`config.mk`:
```
export PLATFORM = sky130hd
export DESIGN_NAME = boot_erase_responder
export DESIGN_NICKNAME = d
export VERILOG_FILES = /design/src/rtl/boot_erase_pkg.sv /design/src/rtl/boot_erase_dpath.sv /design/src/rtl/boot_erase_ctrl.sv /design/src/rtl/boot_erase_responder.sv
export SDC_FILE = /design/constraint.sdc
export NUM_CORES = 1
export LEC_CHECK = 0
export ABC_AREA = 0
export CAP_MARGIN = 20
export CORE_UTILIZATION = 54
export DETAILED_ROUTE_END_ITERATION = 6
export GPL_TIMING_DRIVEN = 0
export HOLD_SLACK_MARGIN = 0.02
export PLACE_DENSITY = 0.84
export SYNTH_ARGS = -nofsm -noshare
export SYNTH_HDL_FRONTEND = slang
export SYNTH_HIERARCHICAL = 1
export SYNTH_SLANG_ARGS = --single-unit
```
`constraint.sdc`:
```
create_clock -name clk -period 7.1 [get_ports clk]
set_input_delay 1.775 -clock clk [delete_from_list [all_inputs] [get_ports clk]]
set_output_delay 1.775 -clock clk [all_outputs]
set_load 0.01 [all_outputs]
```
`src/rtl/boot_erase_pkg.sv`:
```
package boot_erase_pkg;

  typedef enum logic [2:0] {
    ST_MODE, ST_CMD, ST_CODE, ST_SEND, ST_PULSE, ST_WAIT, ST_HALT
  } stateT;

  typedef enum logic [2:0] {
    SEL_ECHO, SEL_NAK, SEL_ERR, SEL_OK, SEL_BAD
  } ackSelT;

  typedef struct packed {
    logic   loadAck;
    ackSelT ackSel;
    logic   setMode;
    logic   codeStage;
  } ctlStrobeT;

  localparam int BYTE_W   = 8;
  localparam int NIBBLE_W = BYTE_W / 2;

endpackage

```
`src/rtl/boot_erase_dpath.sv`:
```
module boot_erase_dpath
  import boot_erase_pkg::*;
#(
  parameter logic [7:0] UART_CODE  = 8'h86,
  parameter logic [7:0] IO_CODE    = 8'h30,
  parameter logic [7:0] CMD_CODE   = 8'h40,
  parameter logic [7:0] ERASE_CODE = 8'h54,
  parameter logic [7:0] OK_CODE    = 8'h4F,
  parameter logic [7:0] BAD_CODE   = 8'h4C
) (
  input  logic              clk,
  input  logic              rst,
  input  logic [BYTE_W-1:0] rxData,
  input  ctlStrobeT         strobe,
  output logic              modeUart,
  output logic              rxIsUart,
  output logic              rxIsIo,
  output logic              rxIsCmd,
  output logic              rxIsErase,
  output logic [BYTE_W-1:0] txData
);

  localparam logic [NIBBLE_W-1:0] NAK_LOW = NIBBLE_W'(1);
  localparam logic [NIBBLE_W-1:0] ERR_LOW = NIBBLE_W'(8);

  logic [BYTE_W-1:0] expCode;
  logic [BYTE_W-1:0] nextAck;
  logic [BYTE_W-1:0] ackByte;

  assign rxIsUart  = (rxData == UART_CODE);
  assign rxIsIo    = (rxData == IO_CODE);
  assign rxIsCmd   = (rxData == CMD_CODE);
  assign rxIsErase = (rxData == ERASE_CODE);

  always_comb begin
    expCode = strobe.codeStage ? ERASE_CODE : CMD_CODE;
    case (strobe.ackSel)
      SEL_NAK: nextAck = {expCode[BYTE_W-1:NIBBLE_W], NAK_LOW};
      SEL_ERR: nextAck = {expCode[BYTE_W-1:NIBBLE_W], ERR_LOW};
      SEL_OK:  nextAck = OK_CODE;
      SEL_BAD: nextAck = BAD_CODE;
      default: nextAck = rxData;
    endcase
  end

  always_ff @(posedge clk) begin
    if (rst) begin
      ackByte  <= '0;
      modeUart <= 1'b0;
    end else begin
      if (strobe.loadAck) ackByte  <= nextAck;
      if (strobe.setMode) modeUart <= rxIsUart;
    end
  end

  assign txData = ackByte;

  // a negative answer carries low nibble 0x1
  a_r4_nak_low: assert property (@(posedge clk) disable iff (rst)
    (strobe.loadAck && strobe.ackSel == SEL_NAK) |=> (ackByte[NIBBLE_W-1:0] == NAK_LOW));

  // an error answer carries low nibble 0x8
  a_r5_err_low: assert property (@(posedge clk) disable iff (rst)
    (strobe.loadAck && strobe.ackSel == SEL_ERR) |=> (ackByte[NIBBLE_W-1:0] == ERR_LOW));

endmodule

```
`src/rtl/boot_erase_ctrl.sv`:
```
module boot_erase_ctrl
  import boot_erase_pkg::*;
(
  input  logic      clk,
  input  logic      rst,
  input  logic      rxValid,
  input  logic      rxErr,
  input  logic      txBusy,
  input  logic      eraseDone,
  input  logic      eraseFail,
  input  logic      modeUart,
  input  logic      rxIsUart,
  input  logic      rxIsIo,
  input  logic      rxIsCmd,
  input  logic      rxIsErase,
  output ctlStrobeT strobe,
  output logic      txValid,
  output logic      eraseReq,
  output logic      halted
);

  stateT state, nextState;
  stateT retState, nextRet;

  always_comb begin
    nextState = state;
    nextRet   = retState;
    strobe    = '{loadAck: 1'b0, ackSel: SEL_ECHO, setMode: 1'b0, codeStage: 1'b0};
    case (state)
      ST_MODE: if (rxValid) begin
        if (rxIsUart || rxIsIo) begin
          strobe.loadAck = 1'b1;
          strobe.setMode = 1'b1;
          nextState = ST_SEND;
          nextRet   = ST_CMD;
        end else begin
          nextState = ST_HALT;
        end
      end
      ST_CMD, ST_CODE: begin
        strobe.codeStage = (state == ST_CODE);
        if (rxValid) begin
          nextRet = ST_CMD;
          if (rxErr) begin
            if (modeUart) begin
              strobe.loadAck = 1'b1;
              strobe.ackSel  = SEL_ERR;
              nextState = ST_SEND;
            end else begin
              nextState = ST_CMD;
            end
          end else if ((state == ST_CMD) ? rxIsCmd : rxIsErase) begin
            strobe.loadAck = 1'b1;
            nextState = ST_SEND;
            nextRet   = (state == ST_CMD) ? ST_CODE : ST_PULSE;
          end else begin
            strobe.loadAck = 1'b1;
            strobe.ackSel  = SEL_NAK;
            nextState = ST_SEND;
          end
        end
      end
      ST_SEND:  if (!txBusy) nextState = retState;
      ST_PULSE: nextState = ST_WAIT;
      ST_WAIT: if (eraseFail || eraseDone) begin
        strobe.loadAck = 1'b1;
        strobe.ackSel  = eraseFail ? SEL_BAD : SEL_OK;
        nextState = ST_SEND;
        nextRet   = ST_CMD;
      end
      ST_HALT: nextState = ST_HALT;
      default: nextState = ST_MODE;
    endcase
  end

  always_ff @(posedge clk) begin
    if (rst) begin
      state    <= ST_MODE;
      retState <= ST_CMD;
    end else begin
      state    <= nextState;
      retState <= nextRet;
    end
  end

  assign txValid  = (state == ST_SEND);
  assign eraseReq = (state == ST_PULSE);
  assign halted   = (state == ST_HALT);

  // request lasts one cycle
  a_r7_req_single: assert property (@(posedge clk) disable iff (rst)
    eraseReq |=> !eraseReq);

  // request only right after an acknowledge was taken
  a_r7_req_after_ack: assert property (@(posedge clk) disable iff (rst)
    $rose(eraseReq) |-> $past(txValid && !txBusy));

  // offered byte is held while the transmitter is busy
  a_r9_hold_valid: assert property (@(posedge clk) disable iff (rst)
    (txValid && txBusy) |=> txValid);

  // halt is permanent and silent
  a_r2_halt_sticky: assert property (@(posedge clk) disable iff (rst)
    halted |=> (halted && !txValid));

  // nothing but a result leaves the erase wait
  a_r8_wait_hold: assert property (@(posedge clk) disable iff (rst)
    (state == ST_WAIT && !eraseDone && !eraseFail) |=> (state == ST_WAIT));

endmodule

```
`src/rtl/boot_erase_responder.sv`:
```
module boot_erase_responder
  import boot_erase_pkg::*;
#(
  parameter logic [7:0] UART_CODE  = 8'h86,
  parameter logic [7:0] IO_CODE    = 8'h30,
  parameter logic [7:0] CMD_CODE   = 8'h40,
  parameter logic [7:0] ERASE_CODE = 8'h54,
  parameter logic [7:0] OK_CODE    = 8'h4F,
  parameter logic [7:0] BAD_CODE   = 8'h4C
) (
  input  logic       clk,
  input  logic       rst,
  input  logic       rxValid,
  input  logic [7:0] rxData,
  input  logic       rxErr,
  input  logic       txBusy,
  output logic       txValid,
  output logic [7:0] txData,
  output logic       eraseReq,
  input  logic       eraseDone,
  input  logic       eraseFail,
  output logic       halted
);

  ctlStrobeT strobe;
  logic modeUart, rxIsUart, rxIsIo, rxIsCmd, rxIsErase;

  boot_erase_ctrl u_ctrl (
    .clk(clk), .rst(rst), .rxValid(rxValid), .rxErr(rxErr), .txBusy(txBusy),
    .eraseDone(eraseDone), .eraseFail(eraseFail), .modeUart(modeUart),
    .rxIsUart(rxIsUart), .rxIsIo(rxIsIo), .rxIsCmd(rxIsCmd), .rxIsErase(rxIsErase),
    .strobe(strobe), .txValid(txValid), .eraseReq(eraseReq), .halted(halted)
  );

  boot_erase_dpath #(
    .UART_CODE(UART_CODE), .IO_CODE(IO_CODE), .CMD_CODE(CMD_CODE),
    .ERASE_CODE(ERASE_CODE), .OK_CODE(OK_CODE), .BAD_CODE(BAD_CODE)
  ) u_dpath (
    .clk(clk), .rst(rst), .rxData(rxData), .strobe(strobe), .modeUart(modeUart),
    .rxIsUart(rxIsUart), .rxIsIo(rxIsIo), .rxIsCmd(rxIsCmd), .rxIsErase(rxIsErase),
    .txData(txData)
  );

endmodule

```
* Word level (Yosys, flattened, before mapping) *
Index checks and enable logic that the tools add are counted.
W data, S select, Z words.

word-level totals
  output and inout port bits = 11
  input bits = 15
  flip-flop bits (word level) = 15

operators by class
  reduce and logical (&&, ||, !) cells = 7
  equality and inequality tests = 19
  muxes and demuxes = 31

operator list
  operator              count
  $mux W3               13
  $pmux W8 S4           1
  $pmux W3 S6           1
  $eq A8 B7 Y1 const B  2
  $mux W4               4
  $eq A3 B2 Y1 const B  4
  $eq A3 B3 Y1 const B  4
  $pmux W3 S3           1
  $eq A8 B6 Y1 const B  1
  $eq A8 B8 Y1 const B  1
  $eq A3 B1 Y1 const B  2
  $mux W1               6
  $ne A2 B2 Y1 const B  3
  $pmux W3 S2           1
  $mux W5               1
  $reduce_and A5 Y1     1
  $mux W2               2
  $ne A2 B1 Y1 const B  2
  $reduce_and A4 Y1     1
  $logic_not A3 Y1      1
  $pmux W1 S3           1
  $reduce_bool A3 Y1    1
  $logic_or A1 B1 Y1    2
  $reduce_or A2 Y1      1

* Longest topological paths before layout *
Gate-level depths: netlist of run 1.

  depth after elaboration = 8
  mapped depth = 9
  depth with buffers taken out = 8

* Hierarchy *
Netlist of run 1, hierarchy kept.

by module, submodules not included
  module            times used  cells an instance  sequential area each (sq um)  area each (sq um)
  boot_erase_ctrl   1           76                 120.1                         665.6
  boot_erase_dpath  1           67                 180.2                         555.5

* Worst setup path after synthesis of run 1 *
OpenSTA, ideal clock, no wires.

  path type = input port to flip-flop
  from = input port rxData[7]
  to = register u_dpath.ackByte[1] (netlist: u_dpath/txData[1])
  path buffers = 0
  required time = 7.009 ns
  arrival time = 3.861 ns
  setup slack = 3.148 ns
  library setup time = 0.091 ns
  cell stages on the path = 7
  path through = or4_4 > nor4_1 > mux2i_1 > a31o_1 > nor3_2 > o21ai_1 > a311oi_1

RTL lines
  item                    RTL line                    text
  start: declaration      boot_erase_responder.sv:14  input logic [7:0] rxData,
  end signal: assignment  boot_erase_dpath.sv:51      if (strobe.loadAck) ackByte <= nextAck;
  end: declaration        boot_erase_dpath.sv:28      logic [BYTE_W-1:0] ackByte;

==> impl_metrics.toml, run 1 <==
[run_status]
status = "finished clean"

[clock_tree]
cts_resized = 0
path_clk_slew_ns = 0.10
cts-buffers-inserted = 3
clockBufferDepth = 2
cts.sinks = 15
htreeDepth = 1
clkLatencyLatePin_ns = 0.28
postCtsSetupBuffers = 0
holdBufCountCts = 0
cts_tree = "done"
cts_root_buffer = "clkbuf_4"

[grt]
grt_pass1_wl_um = 5220
grt.total_usage = 0.272
antenna_found_initial = 0
grt_max_degree = 11
grt_pass1_vias = 1157
overflow = 0

[run]
maxCapViolCount = 0

[die]
die-area_sq_mm = 0.00246
die_w_um = 49.6
die_h_um = 49.6
num_io_pins = 26
rows = 16
start_util = 0.598
core_sq_mm = 0.00204

[synth]
synth_nets = 158
synthDistinctLibCells = 59
ys_ff_latch = 15
synth_common_cells = "dfxtp_1, nor2_1, nand2b_1, nand2_1, o21ai_0"
synth.area.top_cells = "dfxtp_1, nand2b_1, buf_6"
syn_area_sq_mm = 0.00122
yosysMostFrequentCell = "dfxtp_1"
ys.warnings.count = 6
synth_edf_count = 0
synth_cells = 143
syn_area_per_cell_sq_um = 8.54
async_reset_ff_frac = 0
synthFlopType = "dfxtp_1"
ys_seq_area_frac = 0.246
yosys.area.top_type = "dfxtp_1"
synth_top_area_frac = 0.246

[sta]
hold_slack_ns = 0.487
finClkSkew_ns = 0.00636
hold_viol = 0
setup_violations = 0
worst_pin_slew_ns = 0.723
drv_slew = 0
relSlewSlack = 0.514
fin_tns_setup_ns = 0
timing.fmax_mhz = 224
grt_setup_unrepaired = "no"
finalCritPeriodShare = 0.630
min_period_ns = 4.47

[layout]
drive_gt1_frac = 0.163
nets = 188
fillers = 180
num_antenna_cells = 0
area_delta_synth_final_pct = 25.5

[critical_path]
startpoint = "rxData[7]"
r2r_start = "u_ctrl/state[0]"
cp-end-kind = "flip-flop"
worstPathArrival_ns = 4.67
cp_max_fo = 8
critPathRequiredTime_ns = 7.30
worstSetupPathType = "input pin to flip-flop"
start_kind = "input pin"

[route]
vias_per_cell = 6.13
wl_per_cell_um = 15.6
vias = 1219
drtPass1Iterations = 4
wl_um = 3100
drc = 0
antenna_left = 0
drtIter0Drc = 45

[placed_design]
hpwl_um = 2320
place_congestion = 0.887
portBuffers = 25

[power]
cellLeakagePower_uw = 0.000584
totalPowerFinal_uw = 388
peakVddDrop_uv = 186
power_density_mw_per_mm2 = 253

[hold_path]
min_from = "u_dpath/txData[7]"
hp-class = "flip-flop to flip-flop"
worst paths after layout:
check                      endpoint  cells after the start  slack, ns
setup reg to reg  u_dpath/txData[1]                      8       4.94
setup / recovery  u_dpath/txData[1]                      8       2.63
hold / removal    u_dpath/txData[7]                      2       0.49
hold reg to reg   u_dpath/txData[7]                      2       0.49
registers in the layout (all words and copies together), names as in the netlist:
signal and flops:
u_dpath/txData 8, u_ctrl/retState 3, u_ctrl/state 3, u_dpath/modeUart 1
area by class of cell:
cell class,count,area [sq um],share of cell area
multi-input cells,116,827,0.540
flip-flops and latches,15,300,0.196
repair buffers,25,250,0.163
plain buffers,9,82.6,0.0539
well taps,27,33.8,0.0220
clock buffers,3,22.5,0.0147
inverters,3,11.3,0.00735
clock inverters,1,5.00,0.00327
critical path: stages:
cell             delay [ns]
clkdlybuf4s50_1        0.45
or4_4                  0.58
nor4_1                 0.63
mux2i_1                0.17
a31o_1                 0.35
nor3_2                 0.34
o21ai_1                0.11
a311oi_1               0.27
through the flow:
step	instances	cell area [sq um]	worst slack [ns]	utilization
after floorplan	143	1220	3.15	-
after global placement	195	1510	2.37	0.737
after detailed placement	195	1510	2.40	0.737
after CTS	199	1530	2.66	0.751
after global routing	199	1530	2.41	0.751
final	199	1530	2.63	0.751
layer usage:
| metal | GRT usage | part of all wire | vias to the layer above |
|---|---|---|---|
| met2 | 0.498 | 0.52 | 48 |
| met1 | 0.326 | 0.41 | 579 |
| met4 | 0.0810 | 0.0090 | 0 |
| li1 | - | - | 587 |
| met3 | 0.0309 | 0.054 | 5 |
| met5 | 0 | 0 | - |
cell usage in the layout, fill, tap and decap left out, types with 4 or more instances in the layout:
cell type,instances
nor2b_1,4
and2_1,5
o21ai_1,4
nand2_1,8
o21ai_0,7
a21oi_1,6
clkdlybuf4s50_1,25
nor2_1,12
dfxtp_1,15
buf_6,4
mux2i_1,4
nor3_1,5
nand2b_1,10
power by group:
part / internal, uW / switching [uW]
registers: 100 / 10.8
logic: 112 / 115
clock network: 20.9 / 29.7
cell families (layout without fill, tap and decap cells):
group	count (synthesis)	after routing	synth area share
DFF	15	15	0.246
and+or+nand+nor	71	71	0.392
xor gates and xnor gates	2	2	0.0143
AOI/OAI and AO/OA	39	39	0.238
muxes	4	4	0.0328
buffers and inverters	12	41	0.0768
Note: power is estimated with default switching activity, not from simulation.
==> run 2, diff against run 1 <==
--- a/config.mk
+++ b/config.mk
@@ -7,11 +7,12 @@
 export LEC_CHECK = 0
 export ABC_AREA = 0
 export CAP_MARGIN = 20
-export CORE_UTILIZATION = 54
+export CORE_ASPECT_RATIO = 1.75
+export CORE_UTILIZATION = 50
 export DETAILED_ROUTE_END_ITERATION = 6
 export GPL_TIMING_DRIVEN = 0
 export HOLD_SLACK_MARGIN = 0.02
-export PLACE_DENSITY = 0.84
+export PLACE_DENSITY = 0.79
 export SYNTH_ARGS = -nofsm -noshare
 export SYNTH_HDL_FRONTEND = slang
 export SYNTH_HIERARCHICAL = 1
==> constraint.sdc (replaced) <==
create_clock -name clk -period 4.2 [get_ports clk]
set_input_delay 1.05 -clock clk [delete_from_list [all_inputs] [get_ports clk]]
set_output_delay 1.05 -clock clk [all_outputs]
set_load 0.01 [all_outputs]
==> run 2 against run 1 <==
  * Register-to-register slack lost 2.9 ns
  * Largest cell class unchanged
  * Total power grew 78%
  * Routed wire length about the same
  * Count of clock-buffer cells in the layout unchanged
  * Utilization decreased by 7.8 points
  * Sequential cell count unchanged
==> impl_metrics.toml, run 2 (synthesis gave the netlist of run 1 again) <==
[run_status]
status = "finished clean"

[route]
drc = 0
drtIter0Drc = 27
wl_per_cell_um = 15.7
antenna_left = 0
vias = 1181
drtPass1Iterations = 4
vias_per_cell = 5.99
wl_um = 3100

[grt]
grt_pass1_vias = 1192
antenna_found_initial = 0
grt_pass1_wl_um = 5060
grt.total_usage = 0.271
overflow = 0
grt_max_degree = 11

[sta]
finClkSkew_ns = 0.00246
fin_tns_setup_ns = 0
setup_violations = 0
finalCritPeriodShare = 0.925
min_period_ns = 3.88
hold_viol = 0
timing.fmax_mhz = 257
grt_setup_unrepaired = "no"
drv_slew = 0
worst_pin_slew_ns = 0.806
relSlewSlack = 0.457

[layout]
drive_gt1_frac = 0.163
final_cells = 197
area_delta_synth_final_pct = 26.8
final_common_cell = "clkdlybuf4s50_1"
design_area_sq_mm = 0.00155
multiInputGateArea_sq_um = 827
fillers = 211
nets = 188
finish.utilization = 0.673
largest_reg_flops = 8
num_antenna_cells = 0
most-common-layout-cells = "clkdlybuf4s50_1, dfxtp_1, nor2_1, nand2b_1, nand2_1"
final-seq-area_sq_um = 300

[clock_tree]
cts_tree = "done"
postCtsSetupBuffers = 0
path_clk_slew_ns = 0.06
clockBufferDepth = 2
htreeDepth = 1
clkLatencyLatePin_ns = 0.25
cts-buffers-inserted = 3
cts_resized = 0
holdBufCountCts = 0
cts_root_buffer = "clkbuf_8"
cts.sinks = 15

[critical_path]
start_kind = "input pin"
cp-end-kind = "flip-flop"
critPathRequiredTime_ns = 4.36
worstSetupPathType = "input pin to flip-flop"
cp_max_fo = 8
worstPathArrival_ns = 4.04

[power]
power_density_mw_per_mm2 = 446
peakVddDrop_uv = 246
cellLeakagePower_uw = 0.000592

[placed_design]
place_area_sq_mm = 0.00150
placed_cells = 193
hpwl_um = 2400
place_congestion = 0.815
portBuffers = 25

[die]
die_w_um = 39.4
core_sq_mm = 0.00230
rows = 23
die_h_um = 67.4
start_util = 0.530
die-area_sq_mm = 0.00265
num_io_pins = 26

[run]
maxCapViolCount = 0

[hold_path]
hp-class = "flip-flop to flip-flop"
## run 2: cell counts in the layout (fill, tap and decap cells not counted)
No cell type changed its count.
## run 2: final timing paths
check / start / to / slack, ns / cells after the start
hold / removal: u_dpath/txData[0] / u_dpath/txData[0] / 0.47 / 2
setup reg to reg: u_ctrl/state[0] / u_dpath/txData[4] / 2.00 / 8
hold reg to reg: u_dpath/txData[0] / u_dpath/txData[0] / 0.47 / 2
setup / recovery: rxData[7] / u_dpath/txData[1] / 0.32 / 8
## run 2: report_power, final
part / internal, uW / leakage (uW) / total [uW] / switching, uW
combinational: 189 / 0.000444 / 383 / 195
sequential: 169 / 0.000122 / 188 / 18.7
clock: 65.8 / 0.0000255 / 119 / 53.7
total: 424 / 0.000592 / 691 / 267
## run 2: area by class of cell
| class | instances | area share |
|---|---|---|
| Buffer | 9 | 0.0533 |
| Clock buffer | 3 | 0.0267 |
| Clock inverter | 1 | 0.00323 |
| Inverter | 3 | 0.00727 |
| Multi-Input combinational cell | 116 | 0.534 |
| Sequential cell | 15 | 0.194 |
| Tap cell | 25 | 0.0202 |
| Timing Repair Buffer | 25 | 0.162 |
## run 2: layer usage
metal	vias to the layer above	global-route usage	wire (um)
li1	584	-	-
met1	557	0.264	1150
met2	32	0.517	1780
met3	8	0.0230	85
met4	0	0.151	84
met5	-	0	0
## run 2: worst max-delay path, stage by stage
cell             delay (ns)
clkdlybuf4s50_1        0.46
or4_4                  0.57
nor4_1                 0.69
mux2i_1                0.21
a31o_1                 0.37
nor3_2                 0.31
o21ai_1                0.12
a311oi_1               0.27
## run 2: through the flow
| step | hold WS (ns) | power [uW] | setup WS (ns) |
|---|---|---|---|
| after global routing | 0.492 | 734 | 0.157 |
| after global placement | 0.455 | 559 | 0.209 |
| after floorplan | 0.453 | 459 | 0.973 |
| after detailed placement | 0.468 | 568 | 0.131 |
| final | 0.474 | 691 | 0.316 |
| after CTS | 0.478 | 691 | 0.362 |
